<file path="src/rtl/sdw_pkg.sv">
package sdw_pkg;

   // {ras_n, cas_n, we_n}
   typedef enum logic [2:0] {
      CMD_NOP = 3'b111,
      CMD_ACT = 3'b011,
      CMD_WR  = 3'b100,
      CMD_PRE = 3'b010
   } sdw_cmd_e;

   typedef enum logic [1:0] {
      BK_IDLE = 2'd0,
      BK_OPEN = 2'd1,
      BK_APRE = 2'd2
   } sdw_bank_st_e;

endpackage

</file>
<file path="src/rtl/sdw_bank.sv">
// Per-bank row state with a command timer (ACT/WRITE gate) and a
// write-recovery timer (PRE gate).
module sdw_bank
   import sdw_pkg::*;
#(
   parameter int ROW_W = 12,
   parameter int BL    = 4,
   parameter int T_RCD = 2,
   parameter int T_RP  = 2,
   parameter int T_WR  = 1
) (
   input  logic             clk,
   input  logic             rst_n,
   input  logic             do_act,
   input  logic             do_wr,
   input  logic             do_pre,
   input  logic             wr_ap,
   input  logic [ROW_W-1:0] act_row,
   output sdw_bank_st_e     st,
   output logic [ROW_W-1:0] open_row,
   output logic             cnt_zero,
   output logic             rec_zero
);

   localparam int LD_RCD = T_RCD - 1;
   localparam int LD_RP  = T_RP - 1;
   localparam int LD_WR  = BL + T_WR - 2;
   localparam int LD_AP  = BL + T_WR + T_RP - 2;
   localparam int CNT_W  = $clog2(LD_AP + 2);

   logic [CNT_W-1:0] cnt_q;
   logic [CNT_W-1:0] rec_q;

   always_ff @(posedge clk) begin
      if (!rst_n) begin
         st       <= BK_IDLE;
         open_row <= '0;
         cnt_q    <= '0;
         rec_q    <= '0;
      end else begin
         if (cnt_q != '0) cnt_q <= cnt_q - 1'b1;
         if (rec_q != '0) rec_q <= rec_q - 1'b1;
         if (do_act) begin
            st       <= BK_OPEN;
            open_row <= act_row;
            cnt_q    <= CNT_W'(LD_RCD);
         end else if (do_wr) begin
            rec_q <= CNT_W'(LD_WR);
            if (wr_ap) begin
               st    <= BK_APRE;
               cnt_q <= CNT_W'(LD_AP);
            end
         end else if (do_pre) begin
            st    <= BK_IDLE;
            cnt_q <= CNT_W'(LD_RP);
         end else if (st == BK_APRE && cnt_q == '0) begin
            st <= BK_IDLE;
         end
      end
   end

   assign cnt_zero = (cnt_q == '0);
   assign rec_zero = (rec_q == '0);

endmodule

</file>
<file path="src/rtl/sdw_burst.sv">
// Registered write-data burst engine.
module sdw_burst #(
   parameter int DQ_W = 16,
   parameter int BL   = 4
) (
   input  logic             clk,
   input  logic             rst_n,
   input  logic             start,
   input  logic [BL*DQ_W-1:0] data,
   output logic [DQ_W-1:0]  dq_o,
   output logic             dq_oe,
   output logic             busy
);

   generate
      if (BL == 1) begin : g_single
         always_ff @(posedge clk) begin
            if (!rst_n) begin
               dq_o  <= '0;
               dq_oe <= 1'b0;
            end else begin
               dq_o  <= start ? data : '0;
               dq_oe <= start;
            end
         end
         assign busy = 1'b0;
      end else begin : g_multi
         localparam int LEFT_W = $clog2(BL);
         localparam int SH_W   = (BL - 1) * DQ_W;

         logic [SH_W-1:0]   sh_q;
         logic [LEFT_W-1:0] left_q;

         always_ff @(posedge clk) begin
            if (!rst_n) begin
               dq_o   <= '0;
               dq_oe  <= 1'b0;
               sh_q   <= '0;
               left_q <= '0;
            end else if (start) begin
               dq_o   <= data[DQ_W-1:0];
               dq_oe  <= 1'b1;
               sh_q   <= data[BL*DQ_W-1:DQ_W];
               left_q <= LEFT_W'(BL - 1);
            end else if (left_q != '0) begin
               dq_o   <= sh_q[DQ_W-1:0];
               dq_oe  <= 1'b1;
               sh_q   <= sh_q >> DQ_W;
               left_q <= left_q - 1'b1;
            end else begin
               dq_o  <= '0;
               dq_oe <= 1'b0;
            end
         end
         assign busy = (left_q != '0);
      end
   endgenerate

endmodule

</file>
<file path="src/rtl/sdw_sched.sv">
// Picks one command per cycle for the pending request and registers the
// command bus.
module sdw_sched
   import sdw_pkg::*;
#(
   parameter int NUM_BANKS = 4,
   parameter int ROW_W     = 12,
   parameter int COL_W     = 9,
   parameter int ADDR_W    = 12,
   parameter int AP_BIT    = 10,
   localparam int BA_W     = $clog2(NUM_BANKS)
) (
   input  logic                 clk,
   input  logic                 rst_n,
   input  logic                 req_valid,
   input  logic [BA_W-1:0]      req_bank,
   input  logic [ROW_W-1:0]     req_row,
   input  logic [COL_W-1:0]     req_col,
   input  logic                 req_ap,
   input  sdw_bank_st_e         bk_st [NUM_BANKS],
   input  logic [ROW_W-1:0]     bk_row [NUM_BANKS],
   input  logic [NUM_BANKS-1:0] bk_cnt_zero,
   input  logic [NUM_BANKS-1:0] bk_rec_zero,
   input  logic                 burst_busy,
   output logic                 go_act,
   output logic                 go_wr,
   output logic                 go_pre,
   output logic                 req_ready,
   output logic [2:0]           cmd_o,
   output logic [BA_W-1:0]      ba_o,
   output logic [ADDR_W-1:0]    addr_o
);

   sdw_bank_st_e      t_st;
   logic              t_row_hit;
   logic              t_cnt_zero;
   logic              t_rec_zero;
   sdw_cmd_e          nxt_cmd;
   logic [ADDR_W-1:0] nxt_addr;

   always_comb begin
      t_st       = bk_st[req_bank];
      t_row_hit  = (bk_row[req_bank] == req_row);
      t_cnt_zero = bk_cnt_zero[req_bank];
      t_rec_zero = bk_rec_zero[req_bank];
      nxt_cmd    = CMD_NOP;
      if (req_valid) begin
         unique case (t_st)
            BK_IDLE, BK_APRE: begin
               if (t_cnt_zero) nxt_cmd = CMD_ACT;
            end
            BK_OPEN: begin
               if (t_row_hit) begin
                  if (t_cnt_zero && !burst_busy) nxt_cmd = CMD_WR;
               end else if (t_cnt_zero && t_rec_zero) begin
                  nxt_cmd = CMD_PRE;
               end
            end
            default: nxt_cmd = CMD_NOP;
         endcase
      end
   end

   always_comb begin
      nxt_addr = '0;
      if (nxt_cmd == CMD_ACT) begin
         nxt_addr = ADDR_W'(req_row);
      end else if (nxt_cmd == CMD_WR) begin
         nxt_addr         = ADDR_W'(req_col);
         nxt_addr[AP_BIT] = req_ap;
      end
   end

   assign go_act    = (nxt_cmd == CMD_ACT);
   assign go_wr     = (nxt_cmd == CMD_WR);
   assign go_pre    = (nxt_cmd == CMD_PRE);
   assign req_ready = go_wr;

   always_ff @(posedge clk) begin
      if (!rst_n) begin
         cmd_o  <= CMD_NOP;
         ba_o   <= '0;
         addr_o <= '0;
      end else begin
         cmd_o  <= nxt_cmd;
         ba_o   <= (nxt_cmd == CMD_NOP) ? '0 : req_bank;
         addr_o <= nxt_addr;
      end
   end

endmodule

</file>
<file path="src/rtl/sdw_ctrl.sv">
module sdw_ctrl
   import sdw_pkg::*;
#(
   parameter int NUM_BANKS = 4,
   parameter int ROW_W     = 12,
   parameter int COL_W     = 9,
   parameter int ADDR_W    = 12,
   parameter int AP_BIT    = 10,
   parameter int DQ_W      = 16,
   parameter int BL        = 4,
   parameter int T_RCD     = 2,
   parameter int T_RP      = 2,
   parameter int T_WR      = 1,
   localparam int BA_W     = $clog2(NUM_BANKS)
) (
   input  logic                 clk,
   input  logic                 rst_n,
   input  logic                 req_valid,
   output logic                 req_ready,
   input  logic [BA_W-1:0]      req_bank,
   input  logic [ROW_W-1:0]     req_row,
   input  logic [COL_W-1:0]     req_col,
   input  logic                 req_auto_pre,
   input  logic [BL*DQ_W-1:0]   req_data,
   output logic [2:0]           cmd_o,
   output logic [BA_W-1:0]      ba_o,
   output logic [ADDR_W-1:0]    addr_o,
   output logic [DQ_W-1:0]      dq_o,
   output logic                 dq_oe
);

   generate
      if (NUM_BANKS < 2 || (NUM_BANKS & (NUM_BANKS - 1)) != 0) begin : g_bad_banks
         $error("sdw_ctrl: NUM_BANKS must be a power of two >= 2");
      end
      if (ROW_W > ADDR_W || AP_BIT >= ADDR_W || COL_W > AP_BIT) begin : g_bad_addr
         $error("sdw_ctrl: row, column and auto-precharge bit must fit the address");
      end
      if (T_RCD < 1 || T_RP < 1 || T_WR < 1 || BL < 1) begin : g_bad_timing
         $error("sdw_ctrl: timing parameters and BL must be at least 1");
      end
   endgenerate

   sdw_bank_st_e         bk_st  [NUM_BANKS];
   logic [ROW_W-1:0]     bk_row [NUM_BANKS];
   logic [NUM_BANKS-1:0] bk_cnt_zero;
   logic [NUM_BANKS-1:0] bk_rec_zero;
   logic                 go_act;
   logic                 go_wr;
   logic                 go_pre;
   logic                 burst_busy;

   generate
      for (genvar b = 0; b < NUM_BANKS; b++) begin : g_bank
         logic sel;
         assign sel = (req_bank == BA_W'(b));

         sdw_bank #(
            .ROW_W (ROW_W),
            .BL    (BL),
            .T_RCD (T_RCD),
            .T_RP  (T_RP),
            .T_WR  (T_WR)
         ) u_bank (
            .clk      (clk),
            .rst_n    (rst_n),
            .do_act   (go_act && sel),
            .do_wr    (go_wr && sel),
            .do_pre   (go_pre && sel),
            .wr_ap    (req_auto_pre),
            .act_row  (req_row),
            .st       (bk_st[b]),
            .open_row (bk_row[b]),
            .cnt_zero (bk_cnt_zero[b]),
            .rec_zero (bk_rec_zero[b])
         );
      end
   endgenerate

   sdw_sched #(
      .NUM_BANKS (NUM_BANKS),
      .ROW_W     (ROW_W),
      .COL_W     (COL_W),
      .ADDR_W    (ADDR_W),
      .AP_BIT    (AP_BIT)
   ) u_sched (
      .clk         (clk),
      .rst_n       (rst_n),
      .req_valid   (req_valid),
      .req_bank    (req_bank),
      .req_row     (req_row),
      .req_col     (req_col),
      .req_ap      (req_auto_pre),
      .bk_st       (bk_st),
      .bk_row      (bk_row),
      .bk_cnt_zero (bk_cnt_zero),
      .bk_rec_zero (bk_rec_zero),
      .burst_busy  (burst_busy),
      .go_act      (go_act),
      .go_wr       (go_wr),
      .go_pre      (go_pre),
      .req_ready   (req_ready),
      .cmd_o       (cmd_o),
      .ba_o        (ba_o),
      .addr_o      (addr_o)
   );

   sdw_burst #(
      .DQ_W (DQ_W),
      .BL   (BL)
   ) u_burst (
      .clk   (clk),
      .rst_n (rst_n),
      .start (go_wr),
      .data  (req_data),
      .dq_o  (dq_o),
      .dq_oe (dq_oe),
      .busy  (burst_busy)
   );

endmodule

</file>
<file path="config.mk">
export PLATFORM = sky130hd
export DESIGN_NAME = sdw_ctrl
export DESIGN_NICKNAME = d
export VERILOG_FILES = /design/src/rtl/sdw_pkg.sv /design/src/rtl/sdw_bank.sv /design/src/rtl/sdw_burst.sv /design/src/rtl/sdw_sched.sv /design/src/rtl/sdw_ctrl.sv
export SDC_FILE = /design/constraint.sdc
export NUM_CORES = 1
export LEC_CHECK = 0
export ABC_AREA = 1
export BUFFER_PORTS_ARGS = -buffer_cell sky130_fd_sc_hd__buf_2
export CAP_MARGIN = 20
export CORE_UTILIZATION = 57
export CTS_BUF_LIST = sky130_fd_sc_hd__clkbuf_4 sky130_fd_sc_hd__clkbuf_8 sky130_fd_sc_hd__clkbuf_16
export DETAILED_ROUTE_END_ITERATION = 6
export PLACE_DENSITY = 0.79
export SLEW_MARGIN = 30
export SYNTH_ARGS = -nofsm -noshare
export SYNTH_HDL_FRONTEND = slang
export SYNTH_SLANG_ARGS = --single-unit
</file>
<file path="constraint.sdc">
create_clock -name clk -period 2.88 [get_ports clk]
set_input_delay 0.288 -clock clk [delete_from_list [all_inputs] [get_ports clk]]
set_output_delay 0.288 -clock clk [all_outputs]
set_load 0.01 [all_outputs]
</file>
## Word-level counts from Yosys, hierarchy flattened

Cells that the tools add are included.

- Flip-flop bits (word level): 164
- Bits in latches: 0
- Bits in writable memories: 0
- Bits in read-only memories: 0
- Bits of input ports: 91
- Output and inout bits: 35
- Word-level logic and storage cells: 202
- Memories kept: 0

- Add/sub/neg operators: 9
- Multipliers: 0
- Divide/modulo/power cells: 0
- Order comparisons: 2
- Equality and inequality tests: 22
- Shifts and indexed selects: 0
- Mux-type cells: 75
- Bitwise logic cells: 2
- Reduce and logical (&&, ||, !) cells: 61

Operators with widths:

| cell | number |
|---|---|
| 3-bit 2-to-1 mux | 32 |
| 48-bit 2-to-1 mux | 2 |
| 12-bit 2-to-1 mux | 3 |
| 2-bit 2-to-1 mux | 18 |
| 3-bit nonzero test | 12 |
| 16-bit 2-to-1 mux | 2 |
| 12-bit binary-select mux with 2-bit select | 1 |
| 3-bit logical NOT | 8 |
| 3-bit by 1-bit subtractor with 3-bit output, second input constant | 8 |
| 1-bit logical AND | 18 |
| 2-bit AND reduction | 8 |
| 4-bit nonzero test | 4 |
| 2-bit == test, second input constant | 7 |
| 12-bit == test | 1 |
| 1-bit 2-to-1 mux | 12 |
| 3-bit by 2-bit != test with 1-bit output, second input constant | 4 |
| 2-bit OR reduction | 6 |
| 11-bit 2-to-1 mux | 1 |
| 2-bit != test, second input constant | 4 |
| 3-bit by 2-bit == test with 1-bit output, second input constant | 2 |
| 3-bit == test, second input constant | 2 |
| 3-bit one-hot mux with 2 select lines | 1 |
| 1-bit binary-select mux with 2-bit select | 2 |
| 2-bit binary-select mux with 2-bit select | 1 |
| 9 further kinds | 12 |

## Depth between registers and ports, before layout

Gate-level depths: netlist of run 1.

- Depth in word-level cells: 13
- Mapped depth: 20
- Gate-level depth less buffers: 18

## Cells and area by module

A second synthesis of run 1 with hierarchy kept.

- Cells, all modules: 1147
- Area, all modules: 8027.7 um^2

By module, submodules not included:

| module | times used | cells each | area an instance (um^2) | seq. area each (um^2) |
|---|---|---|---|---|
| sdw_bank | 4 | 111 | 858.3 | 400.4 |
| sdw_burst | 1 | 417 | 2967.8 | 1341.3 |
| sdw_sched | 1 | 265 | 1547.7 | 340.3 |
| sdw_ctrl | 1 | 21 | 78.8 | 0.0 |

## Worst setup path before layout of run 1

Ideal clock, no wire load.

- Kind: input -> register
- Start: input port req_bank[0]
- End: register g_bank[3].u_bank.open_row[3]
- Library setup time: 0.128 ns
- Arrival: 1.960 ns
- Required time: 2.752 ns
- Setup slack: 0.793 ns
- Cell stages on the path: 17
- Buffers on the path: 3
- Path through: buf_4 buf_6 o21ai_0 nand2_1 nand2_1 nand2_1 nand2_1 nand2_1 nor2_2 nand3_2 nand3_1 nand2_2 nor2_2 buf_2 nand3_1 nand2_1 nor2_1

- Cells in the longest elaborated chain, start to end: 10
- Elaborated cells on any way between the ends: 27
- Those cells by class: eq/ne: 5; mux: 16; bitwise: 1; reduce/logical: 5

RTL lines:

| what | line | source |
|---|---|---|
| from (decl) | sdw_ctrl.sv:20 | `input logic [BA_W-1:0] req_bank,` |
| 2-bit inverter with 3-bit output (not written as such) | sdw_sched.sv:42, sdw_sched.sv:43 |  |
| 12-bit binary-select mux with 2-bit select or 2-bit binary-select mux with 2-bit select (tied branches) | sdw_sched.sv:43, sdw_sched.sv:42 |  |
| 12-bit 2-to-1 mux (not written as such) or 2-bit 2-to-1 mux (tied branches) (2 in a row) | sdw_sched.sv:43, sdw_sched.sv:42 |  |
| 12-bit == test (tied with other cells) | sdw_sched.sv:43 | `t_row_hit = (bk_row[req_bank] == req_row);` |
| 3-bit 2-to-1 mux or 2-bit OR reduction (tied branches) | sdw_sched.sv:53, sdw_sched.sv:48 |  |
| 3-bit one-hot mux with 2 select lines | sdw_sched.sv:48 | `unique case (t_st)` |
| 3-bit 2-to-1 mux | sdw_sched.sv:47 | `if (req_valid) begin` |
| 3-bit by 2-bit == test with 1-bit output | sdw_sched.sv:74 | `assign go_act = (nxt_cmd == CMD_ACT);` |
| 1-bit logical AND (*) | sdw_ctrl.sv:67 | `.do_act (go_act && sel),` |
| to (signal assigned) | sdw_bank.sv:45 | `open_row <= act_row;` |
| to (decl) | sdw_bank.sv:20 | `output logic [ROW_W-1:0] open_row,` |

Every way passes the cells marked *; elsewhere a longest branch is shown, timed or not. The select of a mux whose other input is x is not followed.
A chain may end at the register's enable or synchronous reset.

## Worst setup path in the final report of run 1

- Start: register g_bank[3].u_bank.cnt_q[0]
- End: output port req_ready

- Cells in the longest elaborated chain, start to end: 9
- Elaborated cells on any way between the ends: 12
- Those cells by class: eq/ne: 1; mux: 8; reduce/logical: 3

RTL lines:

| what | line | source |
|---|---|---|
| from (decl) | sdw_bank.sv:31 | `logic [CNT_W-1:0] cnt_q;` |
| from (signal assigned) | sdw_bank.sv:41 | `if (cnt_q != '0) cnt_q <= cnt_q - 1'b1;` |
| from (signal assigned) | sdw_bank.sv:46 | `cnt_q <= CNT_W'(LD_RCD);` |
| from (signal assigned) | sdw_bank.sv:51 | `cnt_q <= CNT_W'(LD_AP);` |
| 3-bit logical NOT (*) | sdw_bank.sv:62 | `assign cnt_zero = (cnt_q == '0);` |
| 1-bit binary-select mux with 2-bit select (*) | sdw_sched.sv:44 | `t_cnt_zero = bk_cnt_zero[req_bank];` |
| 1-bit 2-to-1 mux (not written as such) (*) | sdw_sched.sv:44 |  |
| 1-bit logical AND (on tied branches) | sdw_sched.sv:55, sdw_sched.sv:54 |  |
| 3-bit 2-to-1 mux or 2-bit 2-to-1 mux (tied branches) | sdw_sched.sv:55, sdw_sched.sv:54 |  |
| 3-bit 2-to-1 mux | sdw_sched.sv:53 | `if (t_row_hit) begin` |
| 3-bit one-hot mux with 2 select lines (*) | sdw_sched.sv:48 |  |
| 3-bit 2-to-1 mux (*) | sdw_sched.sv:47 |  |
| 3-bit == test (*) | sdw_sched.sv:75 | `assign go_wr = (nxt_cmd == CMD_WR);` |
| to (decl) | sdw_ctrl.sv:19 | `output logic req_ready,` |

Marks and branches as above.

==> impl_metrics.csv, run 1 <==
group,metric,value,unit
outcome,status,"complete, no violations",
min_path,min_path_cells,3,
timing,relSlewSlack,0.603,
critical_path,crit_path_max_fanout,13,
timing,hold_viol_final,0,
clocking,ctsHoldBuffers,0,
cells_and_area,nFillCells,1107,
min_path,hp-class,"input port to register",
pwr,peakVddDrop,0.659,mV
placement,place_area,0.00854,sq mm
pwr,power.density,752,mW/mm^2
cells_and_area,drive_gt1_frac,0.173,
synth,syn_area,0.00766,sq mm
detailed_routing,route.detailed.drc,0,
global_route,grt_max_degree,65,
cells_and_area,layout_commonest_cell,"nand2_1",
cells_and_area,diodes,0,
cells_and_area,final_util,0.710,
placement,port-buffer-count,125,
clocking,h-tree-depth,4,
timing,setup_viol,0,
clocking,ctsLongestPathBuffers,2,
timing,fin_setup_tns,0,ns
critical_path,path_delay_family,"simple AND/OR/NAND/NOR gates",
global_route,track_usage,0.296,
clocking,clock_latency,0.43,ns
pwr,power_leakage,4.44,nW
floorplanning,die_h,118,microns
synth,ys_seq_area_frac,0.429,
critical_path,worstReg2RegEnd,"u_burst.dq_o[12]",
clocking,post_cts_buffers,0,
floorplanning,initial_core_util,0.595,
critical_path,critical_path_depth,11,
cells_and_area,multiInputGateArea,0.00375,sq mm
floorplanning,die_area,0.0139,sq mm
placement,place_hpwl,14.0,mm
global_route,grt_overflow_total,0,
pwr,p_int,0.00459,W
critical_path,reg2reg_depth,14,
cells_and_area,fin_area,0.00915,sq mm
detailed_routing,drtIter0Drc,587,
pwr,p_comb_frac,0.283,
pwr,p_sw,0.00229,W
pwr,seq_power_share,0.382,
pwr,clkPwrFrac,0.336,
timing,finalCritPeriodShare,0.941,
detailed_routing,vias,7478,
clocking,numCtsBuffers,17,
global_route,grt_first_pass_wirelength,33.2,mm
pwr,swShare,0.332,
detailed_routing,wl_per_cell,14.1,microns
timing,fmax,369,MHz
critical_path,r2r_slack,0.38,ns
critical_path,crit_chain,"inv_1 > ha_1 > inv_1 > nor2_1 > nand2_1 > nand3_1 > nand3_1 > nor2_1 > nand3_2 > clkinv_2 > buf_2",
placement,gp_congestion,0.931,
critical_path,path_class,"register to output port",
cells_and_area,final_cell_mix,"nand2_1, dfxtp_1, buf_2",
job,drv_cap,0,
critical_path,cp_data_required_time,2.59,ns
detailed_routing,wl,20.0,mm
timing,finalMaxSlewViolations,0,
synth,synthesis.nets,1224,
min_path,min-delay-start,"req_col[1]",
cells_and_area,syn_to_final_growth,19.5,%
floorplanning,rows,41,
global_route,antenna_found_initial,0,
synth,synth_cells,1116,
clocking,cts-root-buf,"clkbuf_16",
detailed_routing,viasPerCell,5.25,
clocking,path_clk_slew,0.06,ns
cells_and_area,seq_area,0.00328,sq mm
critical_path,slowest_delay,0.32,ns
synth,yosysTopAreaCell,"dfxtp_1",
synth,synthTopCellsByArea,"dfxtp_1, nand2_1, nor2_1, inv_1, nand3_1",
cells_and_area,nets,1347,
timing,holdWs,0.0925,ns
synth,yosys_warnings,0,
synth,netlist.area_leader.share,0.429,
global_route,grt_pass1_vias,6929,
timing,period_minus_slack,2.71,ns
synth,synth_seq_cells,164,
detailed_routing,ant_nets,0,
clocking,clock_sinks,164,
clocking,cts_tree,"built",
critical_path,critPathCaptureType,"output port",
synth,syn_avg_cell_area,6.86,sq um
floorplanning,core_area,0.0129,sq mm
critical_path,worstSetupStartpointType,"register",
synth,synth.distinct_cells,33,
critical_path,slowest_stage,"dfxtp_1",
floorplanning,io_pins,126,
floorplanning,chipWidth,118,microns
detailed_routing,firstDrtPassIters,7,
timing,worstMarginPinSlew,0.595,ns
timing,skew,0.0109,ns
min_path,whs_endpoint,"u_sched.addr_o[1]",
timing,rsz0062_at_grt,"false",
critical_path,rr_startpoint,"g_bank[0].u_bank.cnt_q[0]",
critical_path,path_buf_inv,4,
critical_path,worstPathArrival,2.42,ns
## cell usage after synthesis, drive strengths merged
cell type / count
ha: 17
clkinv: 2
nor2: 120
clkbuf: 17
o2111ai: 3
o21bai: 8
mux2i: 15
nand3b: 1
nand2: 444
inv: 100
nor3: 3
nand4: 16
a31oi: 33
buf: 31
a21oi: 42
a21o: 1
dfxtp: 164
o22ai: 4
nand3: 57
xor2: 13
and3: 1
o21ai: 24
## worst min-delay path: stages
cell and delay (ns):
buf_2 0.08, nand3_1 0.06, o21ai_0 0.06
## repair_timing
| action | CTS | global route |
|---|---|---|
| setup endpoints to repair | 0 | 1 |
| resized for setup | 0 | 1 |
| endpoints found under the hold margin | 0 | 0 |
## power by group through the flow
stage / clock network [W] / logic (W) / registers [W]
3_3_place_gp: 0 / 0.00188 / 0.00267
2_1_floorplan: 0 / 0.00142 / 0.00266
6_report: 0.00231 / 0.00194 / 0.00262
4_1_cts: 0.00232 / 0.00193 / 0.00262
5_1_grt: 0.00241 / 0.00222 / 0.00265
3_5_place_dp: 0 / 0.00191 / 0.00267
## flip-flops by register name, summed over array words and instances, names as in the netlist
signal and flops:
u_sched.ba_o 2, u_burst.dq_o 16, g_bank.u_bank.st 8, g_bank.u_bank.rec_q 12, u_burst.g_multi.sh_q 48, g_bank.u_bank.open_row 48, u_sched.addr_o 12, u_burst.dq_oe 1
u_sched.cmd_o 3, g_bank.u_bank.cnt_q 12, u_burst.g_multi.left_q 2
## metal layers
layer | track usage | wire length [microns]
met5 | 0 | 0
met4 | 0.111 | 507
met3 | 0.0644 | 1200
met2 | 0.474 | 9270
met1 | 0.390 | 9060
## worst max-delay path by stage
stage,start,endpoint
floorplan,req_bank[0],g_bank[3].u_bank.open_row[3]
finish,g_bank[3].u_bank.cnt_q[0],req_ready
CTS,g_bank[3].u_bank.cnt_q[0],req_ready
detailed placement,req_bank[0],u_sched.addr_o[5]
global route,g_bank[3].u_bank.cnt_q[0],req_ready
global placement,req_bank[0],g_bank[3].u_bank.open_row[8]
## cells by family (layout without fill, tap and decap cells)
| group | count (synthesis) | in the layout | synth area share |
|---|---|---|---|
| compound gates | 115 | 115 | 0.0861 |
| xor+xnor | 13 | 13 | 0.0149 |
| fa+ha+maj | 17 | 17 | 0.0278 |
| buf+inv | 150 | 286 | 0.0811 |
| flops | 164 | 164 | 0.429 |
| mux | 15 | 15 | 0.0196 |
| simple gates | 642 | 642 | 0.342 |
## through the flow
step | instances | worst slack [ns] | total power (W)
2_1_floorplan | 1116 | 0.793 | 0.00408
3_3_place_gp | 1392 | 0.182 | 0.00454
3_5_place_dp | 1392 | 0.191 | 0.00458
4_1_cts | 1424 | 0.121 | 0.00687
5_1_grt | 1424 | 0.0116 | 0.00728
6_report | 1424 | 0.170 | 0.00688
## final cells by class
cell class                 count  area share
multi-input combinational    802       0.410
sequential                   164       0.359
timing repair buffer         152      0.0988
clock buffer                  22      0.0534
inverter                     102      0.0420
tap                          172      0.0235
clock inverter                10      0.0131
Power figures use the tool's default switching activity.
==> inputs of run 2 (changes only) <==
- CORE_UTILIZATION: 57 -> 61
- PLACE_DENSITY: 0.79 -> 0.83
- clock period: 2.88 -> 3.25 ns (I/O delays scaled with it)
==> run 2 against run 1 <==
Net effect: first-iteration DRC count is 27% higher; die area is 6.4% lower; power is 11% lower; highest routed layer unchanged.
==> impl_metrics.csv, run 2 (same netlist as run 1, synthesis figures left out) <==
group,metric,value,unit
critical_path,slowest_delay,0.31,ns
placement,dpl_worst_slack,0.289,ns
cells_and_area,drive_gt1_frac,0.167,
clocking,cts-resized-gates,0,
cells_and_area,syn_to_final_growth,18.0,%
min_path,hp-class,"input port to register",
critical_path,critPathCaptureType,"output port",
critical_path,path_buf_inv,4,
detailed_routing,wl_per_cell,14.0,microns
floorplanning,chipWidth,114,microns
cells_and_area,nets,1339,
timing,rsz0062_at_grt,"false",
detailed_routing,vias,7418,
critical_path,path_delay_family,"simple AND/OR/NAND/NOR gates",
floorplanning,io_pins,126,
clocking,post_cts_buffers,0,
outcome,status,"complete, no violations",
critical_path,cp_data_required_time,2.92,ns
pwr,peakVddDrop,0.607,mV
detailed_routing,viasPerCell,5.25,
cells_and_area,final_util,0.746,
critical_path,slowest_stage,"nand3_2",
placement,gp_congestion,0.963,
clocking,cts-root-buf,"clkbuf_16",
clocking,clock_latency,0.43,ns
floorplanning,die_h,114,microns
timing,setup_viol,0,
critical_path,worstPathArrival,2.69,ns
floorplanning,rows,40,
clocking,numCtsBuffers,17,
timing,period_minus_slack,3.01,ns
global_route,antenna_found_initial,0,
detailed_routing,wl,19.8,mm
clocking,cts_tree,"built",
critical_path,path_class,"register to output port",
timing,worstMarginPinSlew,0.757,ns
timing,final.setup.worst_slack,0.239,ns
pwr,power_leakage,4.39,nW
cells_and_area,final_cell_mix,"nand2_1, dfxtp_1, buf_2",
global_route,grt_first_pass_wirelength,31.8,mm
clocking,path_clk_slew,0.06,ns
clocking,clock_sinks,164,
global_route,grt_pass1_vias,6682,
timing,fmax,332,MHz
critical_path,crit_path_max_fanout,13,
timing,finalMaxSlewViolations,0,
clocking,ctsHoldBuffers,0,
floorplanning,core_area,0.0121,sq mm
clocking,h-tree-depth,4,
timing,relSlewSlack,0.494,
placement,port-buffer-count,125,
detailed_routing,route.detailed.drc,0,
pwr,power.density,674,mW/mm^2
detailed_routing,firstDrtPassIters,6,
job,drv_cap,0,
timing,finalCritPeriodShare,0.926,
global_route,track_usage,0.312,
detailed_routing,drtIter0Drc,747,
cells_and_area,nFillCells,990,
timing,hold_viol_final,0,
detailed_routing,ant_nets,0,
timing,skew,0.0115,ns
floorplanning,initial_core_util,0.632,
clocking,ctsLongestPathBuffers,2,
cells_and_area,diodes,0,
global_route,grt_max_degree,55,
cells_and_area,layout_commonest_cell,"nand2_1",
timing,fin_setup_tns,0,ns
pwr,design_power_total,0.00609,W
cells_and_area,reg_top3,"g_bank.u_bank.open_row (48), u_burst.g_multi.sh_q (48), u_burst.dq_o (16)",
critical_path,worstSetupStartpointType,"register",
placement,place_hpwl,13.5,mm
critical_path,crit_chain,"inv_1 > ha_1 > inv_1 > nor2_1 > a21oi_1 > nand3_1 > nand3_1 > nor2_1 > nand3_2 > inv_2 > buf_2",
global_route,grt_overflow_total,0,
floorplanning,die_area,0.0130,sq mm
[run 2: cell types whose count changed in the layout (fill, tap and decap cells not counted), sizes merged]
cell    delta
bufinv     +1
clkbuf     -1
buf        -8
[run 2: metal layers]
metal  up-vias  global-route usage  part of all wire
met1      3363               0.408              0.44
met2       277               0.514              0.47
met4         0              0.0952             0.011
li1       3751                   -                 -
met5         -                   0                 0
met3        27              0.0685             0.080
[run 2: stage by stage]
step	std cells	area, sq um	hold WS, ns
global placement	1380	8410	0.429
floorplan	1116	7660	0.419
CTS	1412	9030	0.119
finish	1412	9030	0.125
detailed placement	1380	8410	0.432
global route	1412	9030	0.129
[run 2: layout make-up]
type                    instances  area (sq um)  area share
clock buffers                  21           474      0.0525
clock inverters                11           150      0.0166
inverters                     102           383      0.0424
multi-input cells             802          3750       0.415
flip-flops and latches        164          3280       0.363
well taps                     168           210      0.0233
repair buffers                144           781      0.0864
[run 2: where the power goes]
group	switching [W]	total [W]	leakage (nW)	internal (W)
sequential	0.000105	0.00233	1.33	0.00222
combinational	0.00109	0.00168	2.76	0.000586
clock	0.000804	0.00209	0.303	0.00128
[run 2: path summary, 6_finish.rpt]
kind                                     start                      endpoint  slack, ns  depth (start not counted)
hold / removal                      req_col[5]             u_sched.addr_o[5]       0.13                          3
setup / recovery     g_bank[1].u_bank.cnt_q[0]                     req_ready       0.24                         11
hold reg to reg   g_bank[3].u_bank.open_row[6]  g_bank[3].u_bank.open_row[6]       0.45                          2
setup reg to reg     g_bank[1].u_bank.cnt_q[0]     g_bank[3].u_bank.rec_q[2]       0.32                         14
[run 2: tightest hold or removal path: cells and delay by family]
family,cells,cell delay (ns)
AOI/OAI and AO/OA,1,0.06
buffers and inverters,1,0.08
and+or+nand+nor,1,0.06
==> inputs of run 3 (changes only) <==
- CTS_BUF_LIST: sky130_fd_sc_hd__clkbuf_4 sky130_fd_sc_hd__clkbuf_8 sky130_fd_sc_hd__clkbuf_16 -> unset
==> run 3 against run 2 <==
Net effect: routed wire length shrank 0.22%; global-route usage shrank 0.092 points; sequential share of layout area is essentially flat; die area is the same; sequential cell count is the same; maximum frequency grew 0.52%; critical path depth is the same; worst hold slack lost 0.0035 ns; first-iteration DRC count grew 1.2%; largest cell class unchanged; largest power group unchanged; highest routed layer unchanged.
==> impl_metrics.csv, run 3 (same netlist as run 1, synthesis figures left out) <==
group,metric,value,unit
outcome,status,"complete, no violations",
global_route,grt_max_degree,55,
critical_path,rr_startpoint,"g_bank[1].u_bank.cnt_q[0]",
timing,finalMaxSlewViolations,0,
placement,port-buffer-count,125,
detailed_routing,vias,7440,
cells_and_area,syn_to_final_growth,17.9,%
floorplanning,io_pins,126,
detailed_routing,drtIter0Drc,756,
timing,finalCritPeriodShare,0.922,
critical_path,crit_path_max_fanout,13,
floorplanning,rows,40,
detailed_routing,viasPerCell,5.27,
min_path,whs_endpoint,"u_sched.addr_o[1]",
global_route,grt_pass1_vias,6676,
cells_and_area,nets,1339,
critical_path,worstSetupStartpointType,"register",
detailed_routing,route.detailed.drc,0,
timing,period_minus_slack,3.00,ns
clocking,clock_sinks,164,
clocking,path_clk_slew,0.06,ns
clocking,clock_latency,0.43,ns
timing,worstMarginPinSlew,0.752,ns
placement,place_hpwl,13.5,mm
critical_path,critPathCaptureType,"output port",
cells_and_area,diodes,0,
floorplanning,chipWidth,114,microns
timing,skew,0.00793,ns
detailed_routing,ant_nets,0,
floorplanning,initial_core_util,0.632,
pwr,power_leakage,4.39,nW
job,drv_cap,0,
critical_path,worstReg2RegEnd,"g_bank[3].u_bank.rec_q[2]",
critical_path,path_class,"register to output port",
timing,fmax,334,MHz
timing,holdWs,0.122,ns
timing,hold_viol_final,0,
cells_and_area,final_cell_mix,"nand2_1, dfxtp_1, buf_2",
placement,gp_congestion,0.963,
critical_path,slowest_stage,"nor2_1",
timing,setup_viol,0,
global_route,grt_first_pass_wirelength,31.8,mm
pwr,power.density,674,mW/mm^2
global_route,antenna_found_initial,0,
cells_and_area,layout_commonest_cell,"nand2_1",
clocking,post_cts_buffers,0,
timing,rsz0062_at_grt,"false",
clocking,cts-root-buf,"clkbuf_16",
detailed_routing,firstDrtPassIters,7,
critical_path,worstPathArrival,2.67,ns
timing,fin_setup_tns,0,ns
clocking,ctsHoldBuffers,0,
critical_path,r2r_slack,0.35,ns
floorplanning,core_area,0.0121,sq mm
timing,relSlewSlack,0.498,
min_path,min-delay-start,"req_col[1]",
floorplanning,die_area,0.0130,sq mm
clocking,cts-resized-gates,0,
pwr,peakVddDrop,0.607,mV
critical_path,reg2reg_depth,14,
cells_and_area,reg_top3,"g_bank.u_bank.open_row (48), u_burst.g_multi.sh_q (48), u_burst.dq_o (16)",
clocking,h-tree-depth,4,
min_path,hp-class,"input port to register",
cells_and_area,nFillCells,987,
global_route,track_usage,0.311,
floorplanning,die_h,114,microns
min_path,min_path_cells,3,
detailed_routing,wl,19.8,mm
critical_path,slowest_delay,0.31,ns
clocking,ctsLongestPathBuffers,2,
detailed_routing,wl_per_cell,14.0,microns
global_route,grt_overflow_total,0,
clocking,numCtsBuffers,17,
clocking,cts_tree,"built",
critical_path,cp_data_required_time,2.92,ns
cells_and_area,drive_gt1_frac,0.166,
critical_path,crit_chain,"inv_1 > ha_1 > inv_1 > nor2_1 > a21oi_1 > nand3_1 > nand3_1 > nor2_1 > nand3_2 > inv_2 > buf_2",
==> run 3: worst max-delay path: cells and delay by family, from the launching register on <==
family	cells	cell delay, ns
compound gates	1	0.13
fa+ha+maj	1	0.16
buf+inv	4	0.62
flops	1	0.30
simple gates	5	1.05
==> run 3: final cells by class <==
type,instances,area [sq um],area share
well taps,168,210,0.0233
inverters,102,383,0.0424
clock buffers,21,470,0.0521
repair buffers,144,781,0.0865
multi-input cells,802,3750,0.416
clock inverters,11,150,0.0166
flip-flops and latches,164,3280,0.364
==> run 3: per-layer routing <==
metal,vias to the layer above,GRT usage,part of all wire
li1,3754,-,-
met1,3364,0.408,0.44
met2,287,0.510,0.47
met3,35,0.0685,0.074
met4,0,0.0952,0.015
met5,-,0,0
==> run 3: report_power, final <==
part	internal (W)	switching [W]	total [W]
Combinational	0.000585	0.00109	0.00168
Sequential	0.00222	0.000106	0.00233
Clock	0.00127	0.000806	0.00208
Total	0.00408	0.00201	0.00608
==> run 3: worst max path at each step <==
stage	from	endpoint	slack, ns	cells past startpoint
floorplan	req_bank[0]	g_bank[3].u_bank.open_row[3]	1.13	17
global placement	req_bank[1]	g_bank[3].u_bank.rec_q[2]	0.34	14
detailed placement	req_bank[0]	u_burst.g_multi.sh_q[23]	0.29	14
CTS	g_bank[1].u_bank.cnt_q[0]	req_ready	0.35	11
global route	g_bank[1].u_bank.cnt_q[0]	g_bank[0].u_bank.open_row[5]	0.16	15
finish	g_bank[1].u_bank.cnt_q[0]	req_ready	0.25	11
==> run 3: metrics by stage <==
stage               instances  total power [W]  cell area [sq um]  worst slack (ns)   util
global placement         1380          0.00396               8410             0.335  0.694
detailed placement       1380          0.00401               8410             0.289  0.694
floorplan                1116          0.00362               7660              1.13      -
CTS                      1412          0.00608               9030             0.350  0.746
global route             1412          0.00642               9030             0.164  0.746
finish                   1412          0.00608               9030             0.255  0.746
